### config.mk
export PLATFORM = sky130hd
export DESIGN_NAME = t1e1_frame_mapper
export DESIGN_NICKNAME = d
export VERILOG_FILES = /design/src/rtl/t1e1_map_pkg.sv /design/src/rtl/t1e1_pos_ctr.sv /design/src/rtl/t1e1_slot_map.sv /design/src/rtl/t1e1_frame_mapper.sv
export SDC_FILE = /design/constraint.sdc
export NUM_CORES = 1
export LEC_CHECK = 0
export BUFFER_PORTS_ARGS = -buffer_cell sky130_fd_sc_hd__clkbuf_2
export CAP_MARGIN = 10
export CORE_ASPECT_RATIO = 0.8
export CORE_MARGIN = 1
export CORE_UTILIZATION = 40
export DETAILED_ROUTE_END_ITERATION = 7
export GPL_ROUTABILITY_DRIVEN = 0
export SYNTH_ARGS = -nofsm -noshare
export SYNTH_HDL_FRONTEND = slang
export SYNTH_SLANG_ARGS = --single-unit
### constraint.sdc
create_clock -name clk_i -period 6 [get_ports clk_i]
set_clock_uncertainty 0.15 [all_clocks]
set_input_delay 0.3 -clock clk_i [delete_from_list [all_inputs] [get_ports clk_i]]
set_output_delay 0.3 -clock clk_i [all_outputs]
set_load 0.01 [all_outputs]
### src/rtl/t1e1_map_pkg.sv
package t1e1_map_pkg;
  localparam int unsigned CH_BITS   = 8;
  localparam int unsigned T1_CHANS  = 24;
  localparam int unsigned E1_CHANS  = 32;
  localparam int unsigned LOOKAHEAD = 8;
  localparam int unsigned T1_LEN    = T1_CHANS * CH_BITS + 1;
  localparam int unsigned E1_LEN    = E1_CHANS * CH_BITS;
  localparam int unsigned POS_W     = $clog2(E1_LEN);

  typedef struct packed {
    logic rx_e1;
    logic sys_e1;
    logic par;
  } map_cfg_t;
endpackage

### src/rtl/t1e1_pos_ctr.sv
module t1e1_pos_ctr #(
  parameter int unsigned POS_W  = 8,
  parameter int unsigned T1_LEN = 193,
  parameter int unsigned E1_LEN = 256
) (
  input  logic             clk_i,
  input  logic             rst_ni,
  input  logic             sys_e1_i,
  input  logic             restart_i,
  output logic [POS_W-1:0] pos_o
);
  localparam logic [POS_W-1:0] T1_LAST = POS_W'(T1_LEN - 1);
  localparam logic [POS_W-1:0] E1_LAST = POS_W'(E1_LEN - 1);

  logic [POS_W-1:0] pos_q, pos_d, last;

  always_comb begin
    last  = sys_e1_i ? E1_LAST : T1_LAST;
    pos_o = restart_i ? '0 : pos_q;
    pos_d = (pos_o == last) ? '0 : pos_o + POS_W'(1);
  end

  always_ff @(posedge clk_i or negedge rst_ni) begin
    if (!rst_ni) pos_q <= '0;
    else         pos_q <= pos_d;
  end

  // position never leaves the frame of the selected system rate
  a_r1_in_frame: assert property (@(posedge clk_i) disable iff (!rst_ni)
    pos_o <= last);

  // a restart makes the next cycle position 1
  a_r2_restart_next: assert property (@(posedge clk_i) disable iff (!rst_ni)
    restart_i |=> (pos_q == POS_W'(1)));
endmodule

### src/rtl/t1e1_slot_map.sv
module t1e1_slot_map
  import t1e1_map_pkg::*;
#(
  parameter int unsigned PW        = POS_W,
  parameter int unsigned CB        = CH_BITS,
  parameter int unsigned LEN_T1    = T1_LEN,
  parameter int unsigned LEN_E1    = E1_LEN,
  parameter int unsigned LOOK_BITS = LOOKAHEAD
) (
  input  logic          [PW-1:0] pos_i,
  input  map_cfg_t               cfg_i,
  output logic                   rd_req_o,
  output logic          [PW-1:0] rd_addr_o,
  output logic                   chclk_o
);
  localparam int unsigned LEN_W = PW + 1;
  localparam int unsigned CB_W  = $clog2(CB);

  logic [LEN_W-1:0] len, sum;
  logic [PW-1:0]    q, chan_idx;

  always_comb begin
    // look-ahead position for the parallel backplane
    len = cfg_i.sys_e1 ? LEN_W'(LEN_E1) : LEN_W'(LEN_T1);
    sum = {1'b0, pos_i} + LEN_W'(LOOK_BITS);
    if (sum >= len) sum = sum - len;
    q = cfg_i.par ? sum[PW-1:0] : pos_i;

    // source selection per system bit position
    rd_req_o  = 1'b0;
    rd_addr_o = '0;
    if (!cfg_i.sys_e1) begin
      if (q == '0) begin
        rd_req_o  = !cfg_i.rx_e1;
        rd_addr_o = '0;
      end else begin
        rd_req_o  = 1'b1;
        rd_addr_o = cfg_i.rx_e1 ? q - PW'(1) : q;
      end
    end else if (cfg_i.rx_e1) begin
      rd_req_o  = 1'b1;
      rd_addr_o = q;
    end else if (q < PW'(LEN_T1 - 1)) begin
      rd_req_o  = 1'b1;
      rd_addr_o = q + PW'(1);
    end

    // channel clock follows the true position
    chan_idx = cfg_i.sys_e1 ? pos_i : pos_i - PW'(1);
    chclk_o  = !(!cfg_i.sys_e1 && pos_i == '0) &&
               (chan_idx[CB_W-1:0] < CB_W'(CB / 2));
  end
endmodule

### src/rtl/t1e1_frame_mapper.sv
module t1e1_frame_mapper
  import t1e1_map_pkg::*;
(
  input  logic             clk_i,
  input  logic             rst_ni,
  input  logic             fsync_i,
  input  logic             rx_e1_i,
  input  logic             sys_e1_i,
  input  logic             par_mode_i,
  input  logic             rd_data_i,
  output logic             rd_req_o,
  output logic [POS_W-1:0] rd_addr_o,
  output logic             ser_o,
  output logic             chclk_o
);
  map_cfg_t         cfg, cfg_q;
  logic             fsync_q, sync_edge, cfg_chg, restart;
  logic [POS_W-1:0] pos;
  logic             map_ch, ser_d;

  always_comb begin
    cfg.rx_e1  = rx_e1_i;
    cfg.sys_e1 = sys_e1_i;
    cfg.par    = par_mode_i;
    sync_edge  = fsync_i && !fsync_q;
    cfg_chg    = (cfg != cfg_q);
    restart    = sync_edge || cfg_chg;
  end

  t1e1_pos_ctr #(
    .POS_W (POS_W),
    .T1_LEN(T1_LEN),
    .E1_LEN(E1_LEN)
  ) u_pos (
    .clk_i    (clk_i),
    .rst_ni   (rst_ni),
    .sys_e1_i (sys_e1_i),
    .restart_i(restart),
    .pos_o    (pos)
  );

  t1e1_slot_map u_map (
    .pos_i    (pos),
    .cfg_i    (cfg),
    .rd_req_o (rd_req_o),
    .rd_addr_o(rd_addr_o),
    .chclk_o  (map_ch)
  );

  always_comb ser_d = rd_req_o ? rd_data_i : 1'b1;

  always_ff @(posedge clk_i or negedge rst_ni) begin
    if (!rst_ni) begin
      fsync_q <= 1'b1;
      cfg_q   <= '0;
      ser_o   <= 1'b1;
      chclk_o <= 1'b0;
    end else begin
      fsync_q <= fsync_i;
      cfg_q   <= cfg;
      ser_o   <= ser_d;
      chclk_o <= map_ch;
    end
  end

  // positions without a read come out as ones
  a_r7_forced_one: assert property (@(posedge clk_i) disable iff (!rst_ni)
    !rd_req_o |=> ser_o);

  // read data reaches the line one cycle later
  a_r7_pass_data: assert property (@(posedge clk_i) disable iff (!rst_ni)
    rd_req_o |=> (ser_o == $past(rd_data_i)));

  // E1 to E1 reads every position
  a_r6_all_read: assert property (@(posedge clk_i) disable iff (!rst_ni)
    (rx_e1_i && sys_e1_i) |-> rd_req_o);

  // receive channels beyond 24 are never addressed on a T1 system side
  a_r4_drop_high: assert property (@(posedge clk_i) disable iff (!rst_ni)
    (rd_req_o && rx_e1_i && !sys_e1_i) |-> (rd_addr_o < POS_W'(T1_LEN - 1)));

  // the stored framing bit is never read on an E1 system side
  a_r5_no_fbit: assert property (@(posedge clk_i) disable iff (!rst_ni)
    (rd_req_o && !rx_e1_i && sys_e1_i) |-> (rd_addr_o != '0));
endmodule

==> results.yml <==
min_path:
  min_path_type: "input port to register"
  hold_path_depth: 2
  holdPathEnd: "ser_o"
  holdCritStartpoint: "rd_data_i"
worst_setup_path:
  crit_required_ns: 5.55
  arrival_ns: 5.17
  rrSetupSlack_ns: 1.33
  worst_r2r_path_depth: 18
  r2r-end: "ser_o"
  cp-end-kind: "primary output"
  cp_max_fo: 11
  start_kind: "input port"
  crit_type: "input port to primary output"
  worstReg2RegStart: "cfg_q[1]"
global_routing:
  grt_util_all_layers_pct: 22.24
  grt_pass1_vias: 1608
  antenna_found_initial: 0
  grt_max_degree: 17
  overflow: 0
  grt_pass1_wl_um: 8142
clocking:
  numCtsBuffers: 3
  clk-insertion-delay-late_ns: 0.25
  clockRootBuffer: "clkbuf_8"
  cts.path.max_buffers: 2
  path_clk_slew_ns: 0.06
  htreeDepth: 1
  cts.sinks: 14
  cts_tree: "done"
placement:
  portBuffers: 17
  hpwl_um: 3714
  placed_area_um2: 1942
logic_synthesis:
  synth.distinct_cells: 65
  ys.flop_type: "dfrtp_1"
  synth_area_per_cell_um2: 8.173
  yosys.area_share.simple_pct: 29.23
  syn_nets: 239
  synth_top_family_by_area: "simple AND/OR/NAND/NOR gates"
  seq_area_frac_synth_pct: 19.62
  yosys_register_bits: 14
  synth_compound_area_share_pct: 27.07
  synth-edff-count: 0
  synth_cells: 220
  yosys_warnings: 0
  ys_async_sr_fraction_pct: 100.0
  muxShareOfSynthArea_pct: 1.113
  synth_fa_ha_area_share_pct: 8.351
  syn_area_um2: 1798
  synth_xor_xnor_area_share_pct: 8.699
sta:
  drv_slew: 0
  fmax_ghz: 0.1781
  rsz0062_at_grt: "no"
  worst_slew_pin_slew_ns: 0.4556
  final.period_utilization_pct: 93.59
  timing.slew.headroom_pct: 69.41
  final-setup-viol-count: 0
  hold_ws_ns: 0.09361
  period_needed_ns: 5.616
  hold_viol_final: 0
  setup_tns_ns: 0
final_layout:
  final_core_util_pct: 48.09
  fin_area_um2: 2047
  nNetsFinal: 258
  syn_to_final_growth_pct: 13.85
  final_cell_mix: "nand2_1, clkbuf_2, nor2_1"
  drive_gt1_share_pct: 21.85
  diodes: 0
  layout_commonest_cell: "nand2_1"
route:
  via_count: 1752
  firstDrtPassIters: 4
  avgViaCountPerCell: 5.939
  routed_wl_um: 4883
  route.detailed.drc: 0
  antenna_left: 0
  initialDrtViolationCount: 207
  wl_per_cell_um: 16.55
job:
  maxCapViolCount: 0
power_and_ir_drop:
  peakVddDrop_uv: 110.8
  p_leak_nw: 0.8598
  power.density_cell_area_nw_per_um2: 134.1
die:
  ioPinCount: 18
  core.rowCount: 21
  core_area_um2: 4257
  die_w_um: 76.96
  start_util_pct: 42.24
  fp.dieH_um: 61.97
  dieArea_um2: 4769
run_status:
  status: "finished clean"
worst max-delay path by stage:
stage,end,slack [ns],from,cells after the start
floorplan,rd_addr_o[6],1.06,fsync_q,24
finish,rd_addr_o[5],0.38,fsync_i,21
global route,rd_addr_o[5],0.03,fsync_i,21
detailed placement,rd_addr_o[4],0.38,rx_e1_i,20
CTS,rd_addr_o[4],0.11,fsync_i,21
global placement,rd_addr_o[4],0.43,rx_e1_i,20
metal layers:
| layer | track usage (%) | routed length [um] |
|---|---|---|
| met5 | 0 | 0 |
| met4 | 6.319 | 56 |
| met3 | 4.964 | 384 |
| met2 | 33.04 | 1991 |
| met1 | 32.33 | 2450 |
synth_stat cells, types with 5 or more instances:
cell	count	area (um2)
nand2b_1	6	37.54
nor2_1	15	56.30
ha_1	12	150.1
xor2_1	5	43.79
nand3_1	12	60.06
xnor2_1	11	96.34
nand2_1	18	67.56
dfrtp_1	12	300.3
nand4_1	8	50.05
inv_1	13	48.80
and2_1	5	31.28
o221ai_1	5	43.79
nor3_1	5	25.02
a21oi_1	9	45.04
power by group:
part	internal, mW	leakage (nW)	switching (mW)
Combinational	0.0311	0.657	0.0496
Clock	0.0582	0.0288	0.0348
Sequential	0.0982	0.174	0.00267
area by class of cell:
type,count,area [um2]
Tap cell,57,71.32
Clock buffer,4,55.05
Multi-Input combinational cell,182,1369
Sequential cell,14,352.8
Inverter,13,48.80
Fill cell,431,2210
Timing Repair Buffer,25,150.1
stage by stage:
step,cells,setup WS [ns],power [mW]
after floorplan,220,1.064,0.1563
after global placement,289,0.4334,0.1786
after detailed placement,289,0.3751,0.1787
after CTS,295,0.1077,0.2741
after global routing,295,0.02549,0.2891
final,295,0.3845,0.2745
registers in the layout, summed over array words and instances, names as in the netlist:
name,flops
fsync_q,1
ser_o,1
cfg_q,3
u_pos.pos_q,8
chclk_o,1
cells by family after synthesis:
kind of cell | after synthesis
AO/OA/AOI/OAI | 58
multiplexers | 2
XOR/XNOR | 17
adder cells (fa/ha/maj) | 12
buffers and inverters | 24
flip-flops | 14
AND/OR/NAND/NOR | 93
worst max-delay path, stage by stage:
cell and delay (ns):
dlygate4sd3_1 0.53, clkbuf_2 0.11, nand2b_1 0.13, and4_2 0.36
nand2_1 0.19, inv_1 0.10, ha_1 0.24, nand3_1 0.15
or2_2 0.30, a21oi_1 0.16, ha_1 0.19, and3_1 0.23
nand4_1 0.19, o31ai_4 0.37, o32a_1 0.22, o221ai_1 0.22
nor4b_4 0.38, a41o_4 0.36, a21oi_1 0.06, o31a_1 0.25
clkbuf_2 0.12
repair_timing:
item | in CTS | in global routing
setup buffers | 0 | 0
hold buffers | 2 | 0
resized for setup | 0 | 8
endpoints found under the setup margin | 0 | 8
hold endpoints to repair | 13 | 0
No activity file was read; power rests on OpenSTA's default activity.
